File: src/rtl/uart_rx_pkg.sv
`timescale 1ns/1ps
package uart_rx_pkg;
    typedef enum logic [2:0] {
        RX_HUNT  = 3'd0,
        RX_START = 3'd1,
        RX_DATA  = 3'd2,
        RX_STOP  = 3'd3,
        RX_BLOCK = 3'd4
    } rx_state_e;
endpackage

File: src/rtl/uart_rx_sync.sv
`timescale 1ns/1ps
module uart_rx_sync #(
    parameter int STAGES = 2
) (
    input  logic clk,
    input  logic rst_n,
    input  logic d_i,
    output logic q_o
);
    logic [STAGES-1:0] chain_q;

    always_ff @(posedge clk) begin
        if (!rst_n) chain_q <= '1;
        else        chain_q <= {chain_q[STAGES-2:0], d_i};
    end

    assign q_o = chain_q[STAGES-1];
endmodule

File: src/rtl/uart_rx_tick.sv
`timescale 1ns/1ps
module uart_rx_tick #(
    parameter int CLKS_PER_TICK = 4
) (
    input  logic clk,
    input  logic rst_n,
    output logic tick_o
);
    generate
        if (CLKS_PER_TICK <= 1) begin : g_every
            assign tick_o = 1'b1;
        end else begin : g_div
            localparam int CW = $clog2(CLKS_PER_TICK);
            localparam logic [CW-1:0] LAST = CW'(CLKS_PER_TICK - 1);
            logic [CW-1:0] div_q;

            always_ff @(posedge clk) begin
                if (!rst_n)             div_q <= '0;
                else if (div_q == LAST) div_q <= '0;
                else                    div_q <= div_q + 1'b1;
            end

            assign tick_o = (div_q == LAST);
        end
    endgenerate
endmodule

File: src/rtl/uart_rx_linemon.sv
`timescale 1ns/1ps
module uart_rx_linemon #(
    parameter int GAP_TICKS = 176
) (
    input  logic clk,
    input  logic rst_n,
    input  logic tick_i,
    input  logic line_i,
    output logic idle_o,
    output logic brk_o
);
    localparam int RUN_W = $clog2(GAP_TICKS + 2);
    localparam logic [RUN_W-1:0] RUN_MAX = RUN_W'(GAP_TICKS + 1);
    localparam logic [RUN_W-1:0] RUN_GAP = RUN_W'(GAP_TICKS);

    logic             lvl_q;
    logic [RUN_W-1:0] run_q;

    always_ff @(posedge clk) begin
        if (!rst_n) begin
            lvl_q <= 1'b1;
            run_q <= '0;
        end else if (line_i != lvl_q) begin
            lvl_q <= line_i;
            run_q <= '0;
        end else if (tick_i && run_q != RUN_MAX) begin
            run_q <= run_q + 1'b1;
        end
    end

    assign idle_o = lvl_q && (run_q > RUN_GAP);
    assign brk_o  = !lvl_q && (run_q >= RUN_GAP);

    assert_idle_rise_high_R8: assert property (@(posedge clk) disable iff (!rst_n)
        $rose(idle_o) |-> $past(line_i));
    assert_brk_rise_low_R9: assert property (@(posedge clk) disable iff (!rst_n)
        $rose(brk_o) |-> !$past(line_i));
    assert_flags_exclusive_R8: assert property (@(posedge clk) disable iff (!rst_n)
        !(idle_o && brk_o));
endmodule

File: src/rtl/uart_rx_resync.sv
`timescale 1ns/1ps
module uart_rx_resync
    import uart_rx_pkg::*;
#(
    parameter int CLKS_PER_TICK = 4,
    parameter int OVERSAMPLE    = 16,
    parameter int DATA_BITS     = 8,
    parameter int GAP_BITS      = 11,
    parameter int SYNC_STAGES   = 2
) (
    input  logic                 clk,
    input  logic                 rst_n,
    input  logic                 rx_i,
    output logic [DATA_BITS-1:0] data_o,
    output logic                 valid_o,
    output logic                 ferr_o,
    output logic                 idle_o,
    output logic                 brk_o
);
    localparam int SCNT_W    = $clog2(OVERSAMPLE);
    localparam int BIT_W     = $clog2(DATA_BITS);
    localparam int GAP_TICKS = GAP_BITS * OVERSAMPLE;
    localparam logic [SCNT_W-1:0] SC_HALF = SCNT_W'(OVERSAMPLE / 2 - 1);
    localparam logic [SCNT_W-1:0] SC_LAST = SCNT_W'(OVERSAMPLE - 1);
    localparam logic [BIT_W-1:0]  BI_LAST = BIT_W'(DATA_BITS - 1);

    logic rx_s;
    logic tick;

    uart_rx_sync #(.STAGES(SYNC_STAGES)) u_sync (
        .clk(clk), .rst_n(rst_n), .d_i(rx_i), .q_o(rx_s)
    );

    uart_rx_tick #(.CLKS_PER_TICK(CLKS_PER_TICK)) u_tick (
        .clk(clk), .rst_n(rst_n), .tick_o(tick)
    );

    uart_rx_linemon #(.GAP_TICKS(GAP_TICKS)) u_mon (
        .clk(clk), .rst_n(rst_n), .tick_i(tick), .line_i(rx_s),
        .idle_o(idle_o), .brk_o(brk_o)
    );

    rx_state_e            st_q, st_d;
    logic [SCNT_W-1:0]    scnt_q, scnt_d;
    logic [BIT_W-1:0]     bit_q, bit_d;
    logic [DATA_BITS-1:0] sh_q, sh_d;
    logic                 ok_ev, bad_ev;

    // State register
    always_ff @(posedge clk) begin
        if (!rst_n) begin
            st_q   <= RX_HUNT;
            scnt_q <= '0;
            bit_q  <= '0;
            sh_q   <= '0;
        end else begin
            st_q   <= st_d;
            scnt_q <= scnt_d;
            bit_q  <= bit_d;
            sh_q   <= sh_d;
        end
    end

    // Next-state logic
    always_comb begin
        st_d   = st_q;
        scnt_d = scnt_q;
        bit_d  = bit_q;
        sh_d   = sh_q;
        ok_ev  = 1'b0;
        bad_ev = 1'b0;
        unique case (st_q)
            RX_HUNT: begin
                if (tick && !rx_s) begin
                    st_d   = RX_START;
                    scnt_d = '0;
                end
            end
            RX_START: begin
                if (tick) begin
                    if (scnt_q == SC_HALF) begin
                        scnt_d = '0;
                        if (!rx_s) begin
                            st_d  = RX_DATA;
                            bit_d = '0;
                        end else begin
                            st_d = RX_HUNT;
                        end
                    end else begin
                        scnt_d = scnt_q + 1'b1;
                    end
                end
            end
            RX_DATA: begin
                if (tick) begin
                    if (scnt_q == SC_LAST) begin
                        scnt_d = '0;
                        sh_d   = {rx_s, sh_q[DATA_BITS-1:1]};
                        if (bit_q == BI_LAST) st_d = RX_STOP;
                        else                  bit_d = bit_q + 1'b1;
                    end else begin
                        scnt_d = scnt_q + 1'b1;
                    end
                end
            end
            RX_STOP: begin
                if (tick) begin
                    if (scnt_q == SC_LAST) begin
                        scnt_d = '0;
                        if (rx_s) begin
                            ok_ev = 1'b1;
                            st_d  = RX_HUNT;
                        end else begin
                            bad_ev = 1'b1;
                            st_d   = (sh_q == '0) ? RX_BLOCK : RX_HUNT;
                        end
                    end else begin
                        scnt_d = scnt_q + 1'b1;
                    end
                end
            end
            RX_BLOCK: begin
                if (rx_s) st_d = RX_HUNT;
            end
            default: st_d = RX_HUNT;
        endcase
    end

    // Output register
    always_ff @(posedge clk) begin
        if (!rst_n) begin
            data_o  <= '0;
            valid_o <= 1'b0;
            ferr_o  <= 1'b0;
        end else begin
            valid_o <= ok_ev;
            ferr_o  <= bad_ev;
            if (ok_ev) data_o <= sh_q;
        end
    end

    assert_valid_one_cycle_R2: assert property (@(posedge clk) disable iff (!rst_n)
        valid_o |=> !valid_o);
    assert_valid_after_high_stop_R6: assert property (@(posedge clk) disable iff (!rst_n)
        valid_o |-> $past(rx_s));
    assert_valid_ferr_exclusive_R6: assert property (@(posedge clk) disable iff (!rst_n)
        !(valid_o && ferr_o));
    assert_no_char_in_break_R7: assert property (@(posedge clk) disable iff (!rst_n)
        brk_o |-> !valid_o);
    assert_data_stable_R2: assert property (@(posedge clk) disable iff (!rst_n)
        !valid_o |-> $stable(data_o));
endmodule

File: config.mk
export PLATFORM = sky130hd
export DESIGN_NAME = uart_rx_resync
export DESIGN_NICKNAME = d
export VERILOG_FILES = /design/src/rtl/uart_rx_pkg.sv /design/src/rtl/uart_rx_sync.sv /design/src/rtl/uart_rx_tick.sv /design/src/rtl/uart_rx_linemon.sv /design/src/rtl/uart_rx_resync.sv
export SDC_FILE = /design/constraint.sdc
export NUM_CORES = 1
export LEC_CHECK = 0
export ABC_AREA = 1
export CORE_MARGIN = 2
export CORE_UTILIZATION = 40
export CTS_CLUSTER_SIZE = 10
export DETAILED_ROUTE_END_ITERATION = 6
export SYNTH_ARGS = -nofsm -noshare
export SYNTH_HDL_FRONTEND = slang
export SYNTH_SLANG_ARGS = --single-unit
File: constraint.sdc
create_clock -name clk -period 1.3 [get_ports clk]
set_input_delay 0.325 -clock clk [delete_from_list [all_inputs] [get_ports clk]]
set_output_delay 0.325 -clock clk [all_outputs]
set_load 0.01 [all_outputs]
==> out/results.tsv <==
stage	metric	value	unit
synth	ys_seq_elements	41	
clocking	cts_buffer_depth	2	
synth	syn-num-nets	290	
global_routing	antenna_found_initial	0	
timing	max_freq	637	MHz
synth	synth-main-ff-cell	dfxtp_1	
detailed_routing	via_per_inst	4.86	
detailed_routing	avgRoutedWirePerCell	12.3	um
floorplan	core_area	0.00482	sq mm
global_routing	grt_pass1_vias	1880	
synth	synth_edf_count	0	
cells_and_area	num-nets-final	356	
synth	ys_async_sr_fraction	0	%
timing	slew_viol_final	0	
clocking	clk-insertion-delay-late	0.29	ns
power_and_ir_drop	ir_worst_vdd	707	uV
global_routing	grt_remaining_overflow	0	
worst_hold_path	min_path_type	reg2reg	
worst_setup_path	worst-setup-path-type	reg2out	
synth	synthCells	279	
clocking	htreeDepth	2	
timing	clock_skew	0.00474	ns
global_routing	grt_start_max_net_pins	18	
placement	place_area	0.00255	sq mm
power_and_ir_drop	power_density	1140	mW/mm^2
synth	ys_warn_count	0	
global_routing	grt_pass1_wl	8.41	mm
placement	routabilityCongestion	0.845	
power_and_ir_drop	p_sw	1100	uW
power_and_ir_drop	p_int	2530	uW
power_and_ir_drop	p_seq_share	38.8	%
detailed_routing	antenna_left	0	
timing	final_hold_viol_count	0	
clocking	cts_tree	done	
worst_setup_path	end_kind	output port	
floorplan	ios	15	
power_and_ir_drop	power.leakage	0.00138	uW
timing	post-route-period-util	121	%
floorplan	rows	25	
cells_and_area	multiInputGateArea	0.00145	sq mm
synth	syn_area_per_cell	7.28	sq um
timing	setup_ws	-0.271	ns
synth	seq_area_frac_synth	40.4	%
flow_run	max_cap_violations	0	
cells_and_area	num-fill-cells	410	
placement	dpl.cell_count	396	
detailed_routing	drtIter0Drc	93	
cells_and_area	regArea	843	sq um
power_and_ir_drop	p_sw_share	30.3	%
cells_and_area	stdcell_area	0.00320	sq mm
cells_and_area	mostFrequentLayoutCells	nand2_1 (46), buf_4 (39), nor2_1 (37)	
run_status	status	finished, violations left	
worst_setup_path	worst-path-max-fanout	2	
worst_setup_path	required	0.98	ns
clocking	cts_made_buffers	5	
floorplan	dieArea	0.00567	sq mm
clocking	cts_sinks	41	
cells_and_area	drive_gt1_share	47.1	%
timing	fin_crit	1.57	ns
clocking	hold_buffers	0	
detailed_routing	drtPass1Iterations	4	
worst_setup_path	worstPathArrival	1.25	ns
placement	portBuffers	14	
clocking	clk_pin_slew	0.08	ns
timing	setup-violations-final	32	
cells_and_area	antenna_cells	0	
timing	rsz0062_at_grt	true	
floorplan	die_h	75.3	um
detailed_routing	vias	2006	
worst_setup_path	start_kind	flop	
timing	worst_slew_pin_slew	0.338	ns
synth	syn-cell-area	0.00203	sq mm
cells_and_area	area_growth	57.3	%
floorplan	initial_core_util	42.2	%
placement	post-dp-hpwl	3.40	mm
synth	synth_cell_types	34	
power_and_ir_drop	clockPowerShare	33.5	%
detailed_routing	drt-total-wl	5.08	mm
floorplan	die_w	75.3	um
timing	fin_hold_ws	0.430	ns
timing	maxSlewHeadroom	77.4	%
cells_and_area	fin_cells	413	
cells_and_area	layout_commonest_cell	nand2_1	
power_and_ir_drop	combPwrFrac	27.7	%
run_status	violations	setup timing	
detailed_routing	drc	0	
global_routing	grt_util_all_layers	19.5	%
clocking	clockRootBuffer	clkbuf_8	
==> worst max-delay path: stages (launching register included) <==
cell,delay [ns]
dfxtp_1,0.37
inv_1,0.09
nor3_2,0.22
a311oi_2,0.13
buf_2,0.16
==> area by class of cell <==
class	instances	area share, %
inverter	33	4.58
timing repair buffer	64	17.0
clock inverter	3	2.04
sequential	41	26.4
clock buffer	5	2.15
multi-input combinational	200	45.2
tap	67	2.62
==> synthesized netlist by cell type, types with 3 or more instances <==
cell / instances / area share [%]
inv_2: 3 / 0.55
nor3_1: 3 / 0.74
nand3_1: 13 / 3.2
nand2_1: 57 / 11
o21a_1: 8 / 3.0
dfxtp_1: 41 / 40
a21oi_1: 21 / 5.2
inv_1: 29 / 5.4
ha_1: 8 / 4.9
nor2_1: 49 / 9.1
or2_2: 3 / 0.92
o21ai_0: 14 / 3.4
==> repair_timing <==
action	4_1_cts	5_1_grt
pin swaps	21	21
gates cloned	1	0
endpoints found under the hold margin	0	0
resized for setup	91	58
setup endpoints to repair	46	37
buffers inserted	4	5
==> metrics by stage <==
stage	power (uW)	utilization, %	setup slack [ns]	setup TNS [ns]
after detailed placement	2170	53.0	-0.429	-4.91
after global placement	2160	53.0	-0.387	-4.41
after floorplan	1890	-	-0.0402	-0.0409
final	3640	66.3	-0.271	-3.11
after global routing	3830	66.3	-0.321	-5.48
after CTS	3520	61.1	-0.299	-2.27
==> final timing paths <==
path / from / end / slack (ns) / depth (start not counted)
setup / recovery: u_mon.run_q[7] / idle_o / -0.27 / 4
hold / removal: u_sync.chain_q[0] / u_sync.chain_q[1] / 0.43 / 1
hold reg to reg: u_sync.chain_q[0] / u_sync.chain_q[1] / 0.43 / 1
setup reg to reg: u_mon.run_q[1] / u_mon.run_q[6] / -0.20 / 11
==> logic make-up (layout without fill, tap and decap cells) <==
| logic type | count (synthesis) | after routing | share of synthesized area [%] |
|---|---|---|---|
| AND/OR/NAND/NOR | 140 | 141 | 31.2 |
| AO/OA/AOI/OAI | 48 | 48 | 13.5 |
| flip-flops | 41 | 41 | 40.4 |
| buffers and inverters | 39 | 105 | 8.68 |
| adder cells (fa/ha/maj) | 8 | 8 | 4.93 |
| XOR/XNOR | 3 | 3 | 1.29 |
==> flip-flops by register name (all words and copies together), names as in the netlist <==
register,cells
bit_q,3
data_o,8
ferr_o,1
scnt_q,4
sh_q,8
st_q,3
u_mon.lvl_q,1
u_mon.run_q,8
u_sync.chain_q,2
u_tick.g_div.div_q,2
valid_o,1
==> routing by layer <==
layer,vias to the layer above,global-route usage [%],part of all wire (%)
li1,1034,-,-
met1,942,24.3,45
met2,22,34.7,51
met3,8,3.21,2.2
met4,0,5.85,1.1
met5,-,0,0
==> power by group through the flow <==
| stage | sequential [uW] | clock [uW] | combinational [uW] |
|---|---|---|---|
| after detailed placement | 1410 | 0 | 764 |
| final | 1410 | 1220 | 1010 |
| after floorplan | 1390 | 0 | 502 |
| after global placement | 1410 | 0 | 750 |
| after global routing | 1420 | 1290 | 1120 |
| after CTS | 1400 | 1240 | 883 |
(Power assumes the default switching activity.)
